**src/rtl/rdma_pkg.sv**
```systemverilog
package rdma_pkg;
    localparam int REG_AW = 4;
    localparam int BYTE_W = 8;
    localparam int ADDR_W = 2 * BYTE_W;
    localparam int DATA_W = 2 * BYTE_W;

    localparam logic [REG_AW-1:0] OFS_CMD    = 4'd0;
    localparam logic [REG_AW-1:0] OFS_SA_LO  = 4'd1;
    localparam logic [REG_AW-1:0] OFS_SA_HI  = 4'd2;
    localparam logic [REG_AW-1:0] OFS_BC_LO  = 4'd3;
    localparam logic [REG_AW-1:0] OFS_BC_HI  = 4'd4;
    localparam logic [REG_AW-1:0] OFS_CUR_LO = 4'd5;
    localparam logic [REG_AW-1:0] OFS_CUR_HI = 4'd6;
    localparam logic [REG_AW-1:0] OFS_STAT   = 4'd7;
    localparam logic [REG_AW-1:0] OFS_CFG    = 4'd8;

    localparam int CMD_STP   = 0;
    localparam int CMD_STA   = 1;
    localparam int CMD_ABORT = 5;
    localparam int STAT_DONE = 6;
    localparam int CFG_WORD  = 0;

    typedef enum logic [1:0] {XF_IDLE, XF_READ, XF_WRITE} xfer_mode_e;

    typedef struct packed {
        logic cmd;
        logic sa_lo;
        logic sa_hi;
        logic bc_lo;
        logic bc_hi;
        logic stat;
        logic cfg;
    } reg_wr_t;

    typedef struct packed {
        logic [1:0]        page;
        logic [2:0]        xfld;
        logic              sta;
        logic              stp;
        logic [ADDR_W-1:0] sa;
        logic [ADDR_W-1:0] cnt;
        logic [ADDR_W-1:0] cur;
        logic              word;
        logic              done;
        xfer_mode_e        mode;
    } eng_state_t;
endpackage

```
**src/rtl/rdma_reg_decode.sv**
```systemverilog
module rdma_reg_decode
    import rdma_pkg::*;
(
    input  logic              reg_we,
    input  logic [REG_AW-1:0] reg_addr,
    input  logic [1:0]        page,
    output reg_wr_t           wr
);
    always_comb begin
        wr = '0;
        if (reg_we) begin
            if (reg_addr == OFS_CMD) begin
                wr.cmd = 1'b1;
            end else if (page == 2'b00) begin
                case (reg_addr)
                    OFS_SA_LO: wr.sa_lo = 1'b1;
                    OFS_SA_HI: wr.sa_hi = 1'b1;
                    OFS_BC_LO: wr.bc_lo = 1'b1;
                    OFS_BC_HI: wr.bc_hi = 1'b1;
                    OFS_STAT:  wr.stat  = 1'b1;
                    OFS_CFG:   wr.cfg   = 1'b1;
                    default:   ;
                endcase
            end
        end
    end
endmodule

```
**src/rtl/rdma_read_mux.sv**
```systemverilog
module rdma_read_mux
    import rdma_pkg::*;
(
    input  logic [REG_AW-1:0] reg_addr,
    input  eng_state_t        st,
    output logic [BYTE_W-1:0] reg_rdata
);
    logic [BYTE_W-1:0] stat_byte;
    logic [BYTE_W-1:0] cfg_byte;

    always_comb begin
        stat_byte = '0;
        stat_byte[STAT_DONE] = st.done;
        cfg_byte = '0;
        cfg_byte[CFG_WORD] = st.word;
        reg_rdata = '0;
        if (reg_addr == OFS_CMD) begin
            reg_rdata = {st.page, st.xfld, 1'b0, st.sta, st.stp};
        end else if (st.page == 2'b00) begin
            case (reg_addr)
                OFS_CUR_LO: reg_rdata = st.cur[BYTE_W-1:0];
                OFS_CUR_HI: reg_rdata = st.cur[ADDR_W-1:BYTE_W];
                OFS_STAT:   reg_rdata = stat_byte;
                OFS_CFG:    reg_rdata = cfg_byte;
                default:    reg_rdata = '0;
            endcase
        end
    end
endmodule

```
**src/rtl/rdma_xfer_engine.sv**
```systemverilog
module rdma_xfer_engine
    import rdma_pkg::*;
(
    input  logic              clk,
    input  logic              rst_n,
    input  reg_wr_t           wr,
    input  logic [BYTE_W-1:0] wdata,
    input  logic              dp_rd,
    input  logic              dp_wr,
    output eng_state_t        st,
    output logic              acc_rd,
    output logic              acc_wr
);
    eng_state_t        d, q;
    logic [2:0]        cmd_fld;
    logic              kill, go;
    logic [ADDR_W-1:0] step;
    logic              unused_cmd_bit;

    assign unused_cmd_bit = wdata[2];
    assign cmd_fld = wdata[5:3];
    assign step    = q.word ? ADDR_W'(2) : ADDR_W'(1);
    assign kill    = wr.cmd && (wdata[CMD_STP] || wdata[CMD_ABORT]);
    assign go      = wr.cmd && !kill && wdata[CMD_STA] && (cmd_fld != 3'd0);
    assign acc_rd  = (q.mode == XF_READ)  && dp_rd && !wr.cmd;
    assign acc_wr  = (q.mode == XF_WRITE) && dp_wr && !wr.cmd;
    assign st      = q;

    always_comb begin
        d = q;
        if (wr.cmd) begin
            d.page = wdata[7:6];
            d.xfld = cmd_fld;
            d.sta  = wdata[CMD_STA];
            d.stp  = wdata[CMD_STP];
        end
        if (wr.sa_lo) d.sa[BYTE_W-1:0]       = wdata;
        if (wr.sa_hi) d.sa[ADDR_W-1:BYTE_W]  = wdata;
        if (wr.bc_lo) d.cnt[BYTE_W-1:0]      = wdata;
        if (wr.bc_hi) d.cnt[ADDR_W-1:BYTE_W] = wdata;
        if (wr.cfg)   d.word = wdata[CFG_WORD];
        if (wr.stat && wdata[STAT_DONE]) d.done = 1'b0;

        if (kill) begin
            d.mode = XF_IDLE;
        end else if (go) begin
            d.cur = q.sa;
            if (q.cnt == '0) begin
                d.done = 1'b1;
                d.mode = XF_IDLE;
            end else begin
                d.mode = (cmd_fld == 3'd2) ? XF_WRITE : XF_READ;
            end
        end else if (acc_rd || acc_wr) begin
            d.cur = q.cur + step;
            if (q.cnt <= step) begin
                d.cnt  = '0;
                d.done = 1'b1;
                d.mode = XF_IDLE;
            end else begin
                d.cnt = q.cnt - step;
            end
        end
    end

    always_ff @(posedge clk) begin
        if (!rst_n) begin
            q      <= '0;
            q.xfld <= 3'd4;
            q.stp  <= 1'b1;
            q.mode <= XF_IDLE;
        end else begin
            q <= d;
        end
    end
endmodule

```
**src/rtl/rdma_port_engine.sv**
```systemverilog
module rdma_port_engine
    import rdma_pkg::*;
(
    input  logic              clk,
    input  logic              rst_n,
    input  logic              reg_we,
    input  logic [REG_AW-1:0] reg_addr,
    input  logic [BYTE_W-1:0] reg_wdata,
    output logic [BYTE_W-1:0] reg_rdata,
    input  logic              dp_rd,
    input  logic              dp_wr,
    input  logic [DATA_W-1:0] dp_wdata,
    output logic [DATA_W-1:0] dp_rdata,
    output logic [ADDR_W-1:0] mem_addr,
    output logic              mem_rd,
    output logic              mem_we,
    output logic [DATA_W-1:0] mem_wdata,
    output logic              mem_wide,
    input  logic [DATA_W-1:0] mem_rdata
);
    reg_wr_t    wr_sel;
    eng_state_t eng_st;
    logic       acc_rd, acc_wr;

    rdma_reg_decode u_dec (
        .reg_we   (reg_we),
        .reg_addr (reg_addr),
        .page     (eng_st.page),
        .wr       (wr_sel)
    );

    rdma_xfer_engine u_eng (
        .clk    (clk),
        .rst_n  (rst_n),
        .wr     (wr_sel),
        .wdata  (reg_wdata),
        .dp_rd  (dp_rd),
        .dp_wr  (dp_wr),
        .st     (eng_st),
        .acc_rd (acc_rd),
        .acc_wr (acc_wr)
    );

    rdma_read_mux u_rmux (
        .reg_addr  (reg_addr),
        .st        (eng_st),
        .reg_rdata (reg_rdata)
    );

    assign mem_addr  = eng_st.cur;
    assign mem_rd    = acc_rd;
    assign mem_we    = acc_wr;
    assign mem_wide  = eng_st.word;
    assign mem_wdata = eng_st.word ? dp_wdata : {{(DATA_W-BYTE_W){1'b0}}, dp_wdata[BYTE_W-1:0]};
    assign dp_rdata  = (eng_st.mode != XF_READ) ? '0 :
                       eng_st.word ? mem_rdata : {{(DATA_W-BYTE_W){1'b0}}, mem_rdata[BYTE_W-1:0]};
endmodule

```
**config.mk**
```make
export PLATFORM = sky130hd
export DESIGN_NAME = rdma_port_engine
export DESIGN_NICKNAME = d
export VERILOG_FILES = /design/src/rtl/rdma_pkg.sv /design/src/rtl/rdma_reg_decode.sv /design/src/rtl/rdma_read_mux.sv /design/src/rtl/rdma_xfer_engine.sv /design/src/rtl/rdma_port_engine.sv
export SDC_FILE = /design/constraint.sdc
export NUM_CORES = 1
export LEC_CHECK = 0
export BUFFER_PORTS_ARGS = -buffer_cell sky130_fd_sc_hd__clkbuf_2
export CAP_MARGIN = 20
export CORE_UTILIZATION = 56
export DETAILED_ROUTE_END_ITERATION = 12
export PLACE_DENSITY = 0.95
export SYNTH_ARGS = -nofsm -noshare
export SYNTH_HDL_FRONTEND = slang
export SYNTH_SLANG_ARGS = --single-unit
export TNS_END_PERCENT = 30
```
**constraint.sdc**
```tcl
create_clock -name clk -period 4.8 [get_ports clk]
set_input_delay 0.48 -clock clk [delete_from_list [all_inputs] [get_ports clk]]
set_output_delay 0.48 -clock clk [all_outputs]
set_load 0.01 [all_outputs]
```
==> impl_metrics.ini <==
[clock_network]
cts.clk_slew.worst_paths_ns = 0.07
clk_latency_ns = 0.35
clock-root-buffer = clkbuf_8
post_cts_resized = 0
cts_made_buffers = 9
postCtsHoldBufs = 0
cts.sinks = 59
cts-htree-levels = 3
cts_tree = built
postCtsSetupRepairBufs = 0
cts_max_path_buffers = 2

[floorplan]
ioPinCount = 108
core_mm2 = 0.00606
start_util_pct = 59.6
die-area_mm2 = 0.00678
die_w_um = 82.3
die_y_um = 82.3
rows = 28

[layout]
multiInputGateArea_mm2 = 0.00209
num-fill-cells = 475
antenna_cells = 0
final_common_cell = clkbuf_2
finalInstanceArea_mm2 = 0.00412
largest_reg_flops = 59
fin_util_pct = 68.0
finalNetCount = 577
syn2layout_area_growth_pct = 14.0
regArea_mm2 = 0.00118
final_cell_mix = clkbuf_2, nand2_1, dfxtp_1, a21oi_1, nand3_1
drive_gt1_share_pct = 23.1

[worst_setup_path]
cpPeakStageDelay_ns = 0.77
crit_cells = 8
regToRegStartpoint = u_eng.st[3]$_SDFFE_PN0P_
cp_slowest_cell = dfxtp_1
path_class = reg2reg
crit_fanout = 23
cp_top_family = flip-flops
startpoint = u_eng.st[3]$_SDFFE_PN0P_
critPathRequiredTime_ns = 5.06
critPathBufInv = 1
worst_setup_path_end_kind = flip-flop
worstRegToRegCells = 8
crit_arrival_ns = 3.21
start_kind = flip-flop
crit_chain = inv_1 -> ha_1 -> fa_1 -> a21oi_1 -> or2_1 -> o211ai_2 -> or3b_2 -> o211ai_1

[global_route]
grt_pass1_wl_mm = 16.6
grt_overflow = 0
antenna_found_initial = 0
grt_start_max_net_pins = 33
grtUsageTotal_pct = 32.4
grt_pass1_vias = 3501

[power_and_ir_drop]
power.leakage_nw = 1.76
p_per_area_mw_per_mm2 = 265
ir_drop_uv = 238
p_total_w = 0.00109

[timing]
slew_viol_final = 0
setup_violations = 0
setup_tns_ns = 0
period_needed_ns = 2.95
rsz0062_at_grt = false
worst_pin_slew_ns = 1.03
fin_crit_sh_pct = 61.5
max_slew_margin_pct = 31.2
max_freq_mhz = 339
fin_skew_ns = 0.0130
finalHoldViolCount = 0

[synth]
synthAdderAreaFrac_pct = 2.49
synth_nets = 524
synth_xor_area_share_pct = 1.70
async_flop_share_pct = 0
synth-simple-area-share_pct = 29.5
synthCells = 469
synthMuxAreaShare_pct = 4.29
synth-edff-count = 0
seq_area_frac_synth_pct = 32.7
synth-seq-cells = 59
synth_area_mm2 = 0.00361
synth_top_family_by_area = simple AND/OR/NAND/NOR gates
ys_types = 61
ys.flop_type = dfxtp_1
avgSynthCellArea_um2 = 7.70
yosys_warnings = 0
synth-compound-area-share_pct = 19.9

[run]
maxCapViolations = 0

[run_status]
status = finished, final reports clean

[hold_path]
holdCritPathClass = reg2reg
hold_path_startpoint = u_eng.st[41]$_SDFFE_PN0P_
hold_depth = 2

[placed_design]
place_congestion = 0.933
place_area_mm2 = 0.00389
numPortBuffers = 91
dp_hpwl_mm = 7.49

[drt]
wl_per_cell_um = 17.6
drc = 0
dr.first_iter.drc_count = 514
via_per_inst = 6.37
drt-total-wl_mm = 10.6
final_antenna_net_count = 0
vias = 3833
dr.pass1.iters = 6
-- routing by layer --
metal  track usage [%]  routed length [µm]  part of all wire (%)
met5                 0                   0                     0
met4              12.3                 284                   2.7
met2              54.5                5020                    47
met3              8.24                1050                   9.9
met1              39.6                4230                    40
-- cells in the mapped netlist (6+ instances only) --
cell type  instances  area (µm²)
or4_1              6        45.0
nor3b_1            6        45.0
dfxtp_1           59        1180
a31oi_1            6        37.5
nand2_1           64         240
a21oi_1           40         200
and3_1             9        56.3
mux2i_1           11         110
nand4_1            7        43.8
inv_1              8        30.0
and2_1            19         119
nand3_1           31         155
nor2_1            29         109
buf_4             24         180
or3_1              6        37.5
nor3_1             6        30.0
clkbuf_1          20        75.1
o21ai_0           13        65.1
buf_2              7        35.0
o22ai_1            8        50.1
a22oi_1           15         113
-- area by class of cell --
type                    count  share of cell area [%]
well taps                  75                    2.28
repair buffers             96                    12.5
flip-flops and latches     59                    28.7
clock buffers              11                    3.19
inverters                   8                   0.729
clock inverters             5                    1.88
multi-input cells         348                    50.8
-- worst reg2reg max path, cell delays in order (launching register included) --
cell and delay [ns]:
dfxtp_1 0.77, inv_1 0.20, ha_1 0.28, fa_1 0.43, a21oi_1 0.13, or2_1 0.17
o211ai_2 0.27, or3b_2 0.53, o211ai_1 0.09
-- power breakdown --
part	internal (W)	switching (W)	leakage, nW
registers	0.000494	0.00000481	0.476
logic	0.0000387	0.0000652	1.18
clock network	0.000291	0.000199	0.103
total	0.000824	0.000269	1.76
-- cells by family (layout without fill, tap and decap cells) --
| kind of cell | Yosys count | in the layout |
|---|---|---|
| fa+ha+maj | 6 | 6 |
| buf+inv | 62 | 120 |
| simple gates | 207 | 207 |
| xor+xnor | 7 | 7 |
| mux | 15 | 15 |
| flops | 59 | 59 |
| compound gates | 113 | 113 |
-- metrics by stage --
| step | cells | hold slack, ns | setup WS, ns |
|---|---|---|---|
| after floorplan | 469 | 0.432 | 2.32 |
| after global placement | 583 | 0.443 | 2.00 |
| after detailed placement | 584 | 0.449 | 1.84 |
| after CTS | 600 | 0.458 | 1.84 |
| after global routing | 602 | 0.474 | 1.65 |
| final | 602 | 0.464 | 1.85 |
-- path summary, 6_finish.rpt --
kind / end / slack (ns)
max: u_eng.st[33]$_SDFF_PN0_ / 1.85
min: u_eng.st[41]$_SDFFE_PN0P_ / 0.46
max reg2reg: u_eng.st[33]$_SDFF_PN0_ / 1.85
min reg2reg: u_eng.st[41]$_SDFFE_PN0P_ / 0.46
Note: power is estimated with default switching activity, not from simulation.
